`src/rtl/srp_pkg.sv`:
```
package srp_pkg;
    typedef enum logic [1:0] {
        ST_CONVERT = 2'd0,
        ST_SLEEP   = 2'd1,
        ST_OUTPUT  = 2'd2
    } srp_state_e;
endpackage

```
`src/rtl/srp_level_sync.sv`:
```
// Multi-stage synchroniser for one asynchronous level.
module srp_level_sync #(
    parameter int STAGES = 2
) (
    input  logic clk,
    input  logic rst_n,
    input  logic din,
    output logic level
);
    logic [STAGES-1:0] chain;

    generate
        if (STAGES == 1) begin : g_one
            always_ff @(posedge clk or negedge rst_n) begin
                if (!rst_n) chain <= '0;
                else        chain <= din;
            end
        end else begin : g_many
            always_ff @(posedge clk or negedge rst_n) begin
                if (!rst_n) chain <= '0;
                else        chain <= {chain[STAGES-2:0], din};
            end
        end
    endgenerate

    assign level = chain[STAGES-1];
endmodule

```
`src/rtl/srp_conv_timer.sv`:
```
// Stand-in for the modulator: counts the conversion time.
module srp_conv_timer #(
    parameter int CONV_CYCLES = 1000
) (
    input  logic clk,
    input  logic rst_n,
    input  logic restart,
    output logic done
);
    localparam int TW = $clog2(CONV_CYCLES + 1);

    logic [TW-1:0] cnt;

    always_ff @(posedge clk or negedge rst_n) begin
        if (!rst_n)       cnt <= '0;
        else if (restart) cnt <= '0;
        else if (!done)   cnt <= cnt + 1'b1;
    end

    assign done = (cnt == TW'(CONV_CYCLES - 1));


    timer_hold_chk: assert property (@(posedge clk) disable iff (!rst_n)
        (done && !restart) |=> done);
endmodule

```
`src/rtl/srp_frame_shift.sv`:
```
// Static frame register with a falling-edge counter.
module srp_frame_shift #(
    parameter int WORD_BITS = 32
) (
    input  logic                           clk,
    input  logic                           rst_n,
    input  logic                           load,
    input  logic [WORD_BITS-2:0]           payload,
    input  logic                           shift,
    output logic                           bit_out,
    output logic [$clog2(WORD_BITS+1)-1:0] fall_cnt
);
    localparam int CW = $clog2(WORD_BITS + 1);

    logic [WORD_BITS-1:0] word;

    always_ff @(posedge clk or negedge rst_n) begin
        if (!rst_n) begin
            word     <= '0;
            fall_cnt <= '0;
        end else if (load) begin
            word     <= {1'b0, payload};
            fall_cnt <= '0;
        end else if (shift) begin
            word     <= {word[WORD_BITS-2:0], 1'b0};
            fall_cnt <= fall_cnt + CW'(1);
        end
    end

    assign bit_out = word[WORD_BITS-1];


    frame_still_chk: assert property (@(posedge clk) disable iff (!rst_n)
        (!load && !shift) |=> $stable(bit_out));
endmodule

```
`src/rtl/serial_result_port.sv`:
```
module serial_result_port #(
    parameter int CONV_CYCLES = 1000,
    parameter int WORD_BITS   = 32,
    parameter int ABORT_MIN   = 5,
    parameter int SYNC_STAGES = 2
) (
    input  logic                 clk,
    input  logic                 rst_n,
    input  logic                 sck,
    input  logic                 cs_n,
    input  logic                 sdi,
    input  logic [WORD_BITS-2:0] result_in,
    output logic                 sdo,
    output logic                 sdo_oe,
    output logic                 busy
);
    import srp_pkg::*;

    localparam int CW      = $clog2(WORD_BITS + 1);
    localparam int CFG_W   = 5;

    srp_state_e state, nxt;

    logic sck_s, cs_s, sdi_s;
    logic sck_d, cs_d;
    logic sck_rise, sck_fall, cs_rise;
    logic conv_done, restart, load, shift, bit_out;
    logic [CW-1:0]    fall_cnt;
    logic [CFG_W-1:0] cfg_q;

    srp_level_sync #(.STAGES(SYNC_STAGES)) u_sync_sck (
        .clk(clk), .rst_n(rst_n), .din(sck), .level(sck_s));
    srp_level_sync #(.STAGES(SYNC_STAGES)) u_sync_cs (
        .clk(clk), .rst_n(rst_n), .din(cs_n), .level(cs_s));
    srp_level_sync #(.STAGES(SYNC_STAGES)) u_sync_sdi (
        .clk(clk), .rst_n(rst_n), .din(sdi), .level(sdi_s));

    always_ff @(posedge clk or negedge rst_n) begin
        if (!rst_n) begin
            sck_d <= 1'b0;
            cs_d  <= 1'b0;
        end else begin
            sck_d <= sck_s;
            cs_d  <= cs_s;
        end
    end

    assign sck_rise = sck_s & ~sck_d;
    assign sck_fall = ~sck_s & sck_d;
    assign cs_rise  = cs_s & ~cs_d;

    srp_conv_timer #(.CONV_CYCLES(CONV_CYCLES)) u_timer (
        .clk(clk), .rst_n(rst_n), .restart(restart), .done(conv_done));

    srp_frame_shift #(.WORD_BITS(WORD_BITS)) u_frame (
        .clk(clk), .rst_n(rst_n), .load(load), .payload(result_in),
        .shift(shift), .bit_out(bit_out), .fall_cnt(fall_cnt));

    // Next-state and datapath strobes
    always_comb begin
        nxt     = state;
        load    = 1'b0;
        shift   = 1'b0;
        restart = 1'b0;
        unique case (state)
            ST_CONVERT: begin
                if (conv_done) begin
                    nxt  = ST_SLEEP;
                    load = 1'b1;
                end
            end
            ST_SLEEP: begin
                if (sck_rise) nxt = ST_OUTPUT;
            end
            ST_OUTPUT: begin
                if (cs_rise && fall_cnt >= CW'(ABORT_MIN)) begin
                    nxt     = ST_CONVERT;
                    restart = 1'b1;
                end else if (sck_fall) begin
                    if (fall_cnt == CW'(WORD_BITS - 1)) begin
                        nxt     = ST_CONVERT;
                        restart = 1'b1;
                    end else begin
                        shift = 1'b1;
                    end
                end
            end
            default: begin
                nxt     = ST_CONVERT;
                restart = 1'b1;
            end
        endcase
    end

    // State register
    always_ff @(posedge clk or negedge rst_n) begin
        if (!rst_n) state <= ST_CONVERT;
        else        state <= nxt;
    end

    // Speed/resolution bits: sampled, never acted upon
    always_ff @(posedge clk or negedge rst_n) begin
        if (!rst_n) cfg_q <= '0;
        else if (state == ST_OUTPUT && sck_rise && fall_cnt < CW'(CFG_W))
            cfg_q <= {cfg_q[CFG_W-2:0], sdi_s};
    end

    // Outputs
    always_comb begin
        busy   = (state == ST_CONVERT);
        sdo    = (state == ST_CONVERT) ? 1'b1 : bit_out;
        sdo_oe = ~cs_n;
    end


    conv_end_chk: assert property (@(posedge clk) disable iff (!rst_n)
        (state == ST_CONVERT && conv_done) |=> (state == ST_SLEEP && !busy));

    sleep_hold_chk: assert property (@(posedge clk) disable iff (!rst_n)
        (state == ST_SLEEP && !sck_rise) |=> (state == ST_SLEEP));

    word_end_chk: assert property (@(posedge clk) disable iff (!rst_n)
        (state == ST_OUTPUT && sck_fall && !cs_rise && fall_cnt == CW'(WORD_BITS - 1))
        |=> (busy && sdo));

    abort_chk: assert property (@(posedge clk) disable iff (!rst_n)
        (state == ST_OUTPUT && cs_rise && fall_cnt >= CW'(ABORT_MIN)) |=> busy);

    early_cs_chk: assert property (@(posedge clk) disable iff (!rst_n)
        (state == ST_OUTPUT && cs_rise && !sck_fall && fall_cnt < CW'(ABORT_MIN))
        |=> (state == ST_OUTPUT));

    conv_nosck_chk: assert property (@(posedge clk) disable iff (!rst_n)
        (state == ST_CONVERT && !conv_done) |=> (state == ST_CONVERT));

    cfg_quiet_chk: assert property (@(posedge clk) disable iff (!rst_n)
        (state != ST_OUTPUT) |=> $stable(cfg_q));
endmodule

```
`config.mk`:
```
export PLATFORM = sky130hd
export DESIGN_NAME = serial_result_port
export DESIGN_NICKNAME = d
export VERILOG_FILES = /design/src/rtl/srp_pkg.sv /design/src/rtl/srp_level_sync.sv /design/src/rtl/srp_conv_timer.sv /design/src/rtl/srp_frame_shift.sv /design/src/rtl/serial_result_port.sv
export SDC_FILE = /design/constraint.sdc
export NUM_CORES = 1
export LEC_CHECK = 0
export BUFFER_PORTS_ARGS = -buffer_cell sky130_fd_sc_hd__buf_2
export CAP_MARGIN = 20
export CORE_MARGIN = 4
export CORE_UTILIZATION = 45
export CTS_BUF_LIST = sky130_fd_sc_hd__clkbuf_16
export CTS_CLUSTER_DIAMETER = 200
export DETAILED_ROUTE_END_ITERATION = 6
export PLACE_DENSITY = 0.72
export SYNTH_ARGS = -nofsm -noshare
export SYNTH_HDL_FRONTEND = slang
export SYNTH_SLANG_ARGS = --single-unit
export TNS_END_PERCENT = 10
```
`constraint.sdc`:
```
create_clock -name clk -period 2.4 [get_ports clk]
set_input_delay 0.24 -clock clk [delete_from_list [all_inputs] [get_ports clk]]
set_output_delay 0.24 -clock clk [all_outputs]
set_load 0.05 [all_outputs]
```
==> summary.txt <==
======================================================================================
Maximum clock rate                                                           0.472 GHz
Diode count                                                                          0
#FFs+latches synth                                                                  56
Commonest non-fill, non-tap cell in the layout                                 dfrtp_1
List of cells traversed by the critical path                              ha_1 > and2_1 > nand4_1 > nor3_4 > a21oi_4 > a221o_1
Cells after Synth                                                                  255
Worst R2R Setup Slack                                                          0.28 ns
Total placed instance area                                                  2930 sq um
Ratio of total power to cell area                                          601 nW/um^2
Vias post-DR                                                                      2051
Commonest cells after routing, fill and taps aside                        56 x dfrtp_1, 37 x buf_2, 27 x nor2_1
Part of the Yosys area used for sequential elements                              52.0%
Clock slew at the register clock pins of the worst setup and hold paths        0.07 ns
PortBufs                                                                            37
Post-route worst setup slack                                                  0.279 ns
Number of nets in the layout                                                       328
Worst-margin pin slew                                                         0.736 ns
Post-route clock skew                                                       0.00471 ns
Average cell area after synthesis                                           10.6 sq um
Insertion delay of the later-clocked pin in the worst-skew pair                0.29 ns
Cell depth of the worst flop-to-flop path                                            6
Length of the first detailed-routing pass in iterations                              4
Number of resized instances in the post-cts repair step                              0
Drt initial violations                                                              94
Final total negative setup slack                                                  0 ns
Unrepaired setup endpoints after global routing                                  false
Overall power                                                                  1.86 mW
Largest net degree at the start of global routing                                   57
Data required time at the worst endpoint                                       2.63 ns
Drc violations                                                                       0
Post-Syn Nets                                                                      295
Post-synth ARST share                                                             100%
Clock sink count                                                                    56
Crit path DAT                                                                  2.35 ns
Leakage dissipation                                                            1.48 nW
Buffer cell driving the clock tree root                                      clkbuf_16
Number of flops mapped to enable cells by yosys                                      0
Remaining max-slew budget at the tightest pin                                    50.8%
Wire length of the first global-routing pass                                   9100 um
Worst-case clock buffer depth                                                        2
Pre-CTS worst setup slack                                                     0.283 ns
Cell depth of the worst hold path                                                    1
Final setup violation count                                                          0
Synth Cell Area                                                             2700 sq um
TritonCTS clock tree                                                             built
Hold Slack                                                                   0.0492 ns
Flip-flop cell with the highest count after synthesis                          dfrtp_1
Type of origin of the critical path                                          flip-flop
GP Congestion                                                                    0.740
DRT antenna net count                                                                0
Initial Utilization                                                              47.8%
Classification of the worst-slack hold path                                  in -> reg
Number of buffers created by CTS                                                     5
Number of global-route vias before repair                                         2009
Post-CTS setup buffer count                                                          0
Finished layout cell area                                                   3100 sq um
Number of antenna violations at the first check in global routing                    0
DPL Wire Length                                                                3640 um
Level count of the clock H-tree                                                      2
Cell variety after synth                                                            45
Row cnt                                                                             27
Post-synth top area share                                                        52.0%
Drt total wl                                                                   5460 um
Max capacitance violation total                                                      0
Ratio of final minimum period to clock period                                    88.4%
Hold-fix buffer count after cts                                                      0
Width of the die                                                               85.4 um
Final hold vios                                                                      0
Worst Setup Path Type                                                       reg -> reg
Worst supply voltage drop on vdd                                            0.000581 V
Tmin final                                                                     2.12 ns
Biggest area contributors in the synthesized netlist                      dfrtp_1 52%, a221o_1 7.4%, and3_1 4.6%, nor2_1 3.8%, ha_1 1.9%
Worst-path cell with the longest stage delay                                   a21oi_4
Post-synth top area cell                                                       dfrtp_1
Max-slew violation count                                                             0
Placeable core region                                                       5640 sq um
Floorplan die area                                                          7290 sq um
Layout cells sized above 1                                                       22.8%
Biggest cell delay along the critical path                                     0.58 ns
Syn. warnings                                                                        0
Result of the run                                                         finished clean
Critical path fanouts, max                                                          27
Global router's overall resource usage                                           15.4%
I/O pins                                                                            39
Critical Path End Type                                                       flip-flop
Number of vias per cell after detailed routing                                    5.68
Sum of overflow across all layers after global routing                               0
Vertical die dimension                                                         85.4 um
Routed wire length per instance                                                15.1 um
Signed area change from the synthesized netlist to the final layout              14.9%
======================================================================================
[routing by layer]
metal / GRT usage, % / share of wire, % / routed length [um]
met5: 0 / 0 / 0
met3: 4.47 / 3.6 / 197
met1: 19.7 / 46 / 2510
met4: 3.45 / 0.88 / 48
met2: 26.0 / 50 / 2710
[synth_stat cells, drive strengths merged, types with 2 or more instances]
cell type / n
o21a: 2
dfrtp: 56
nor2: 27
a221o: 20
buf: 10
nand4: 4
nor3: 10
nand4b: 2
xor2: 4
nor2b: 2
clkbuf: 9
o21ai: 9
inv: 11
nand2b: 2
and2: 2
nand3: 7
mux2i: 3
a31oi: 4
o31ai: 2
ha: 4
a211oi: 7
or4: 2
or2: 2
xnor2: 3
nand2: 11
and3: 20
a21oi: 10
[stage by stage]
step           utilization (%)  std cells
6_report                  54.9        361
5_1_grt                   54.9        361
4_1_cts                   54.9        361
3_5_place_dp              51.9        353
3_3_place_gp              51.9        353
2_1_floorplan                -        255
[logic make-up after synthesis]
kind of cell    share of synthesized area [%]
fa+ha+maj                                1.86
flops                                    52.0
xor+xnor                                 2.27
simple gates                             19.3
mux                                      1.53
buf+inv                                  5.52
compound gates                           17.5
[area by class of cell]
type	count	area, sq um
fillers	487	2550
flip-flops and latches	56	1400
multi-input cells	169	1150
repair buffers	45	245
clock buffers	5	125
well taps	72	90.1
clock inverters	3	42.5
inverters	11	41.3
[where the power goes]
part	switching, mW	internal (mW)
sequential	0.00647	0.957
combinational	0.0475	0.0305
clock	0.327	0.490
total	0.381	1.48
[sequential cells by signal, indices dropped and copies added, names as in the netlist]
name,cells
u_frame.fall_cnt,6
u_sync_cs.chain,2
state,2
u_frame.word,32
u_sync_sck.chain,2
cs_d,1
sck_d,1
u_timer.cnt,10
[final timing paths]
| path | endpoint | from |
|---|---|---|
| worst max-delay path | u_frame.word[7]$_DFFE_PN0P_ | u_timer.cnt[0]$_DFFE_PN0P_ |
| worst min-delay path | u_sync_sck.chain[0]$_DFF_PN0_ | sck |
| worst max register to register | u_frame.word[7]$_DFFE_PN0P_ | u_timer.cnt[0]$_DFFE_PN0P_ |
| worst min register to register | u_sync_cs.chain[1]$_DFF_PN0_ | u_sync_cs.chain[0]$_DFF_PN0_ |
| max in group asynchronous | u_frame.word[9]$_DFFE_PN0P_ | rst_n |
| min in group asynchronous | u_timer.cnt[1]$_DFFE_PN0P_ | rst_n |
[worst max-delay path: cells and delay by family (launching register included)]
kind	cells	cell delay, ns
fa+ha+maj	1	0.22
flops	1	0.41
compound gates	2	0.85
simple gates	3	0.56
(Power assumes the default switching activity.)
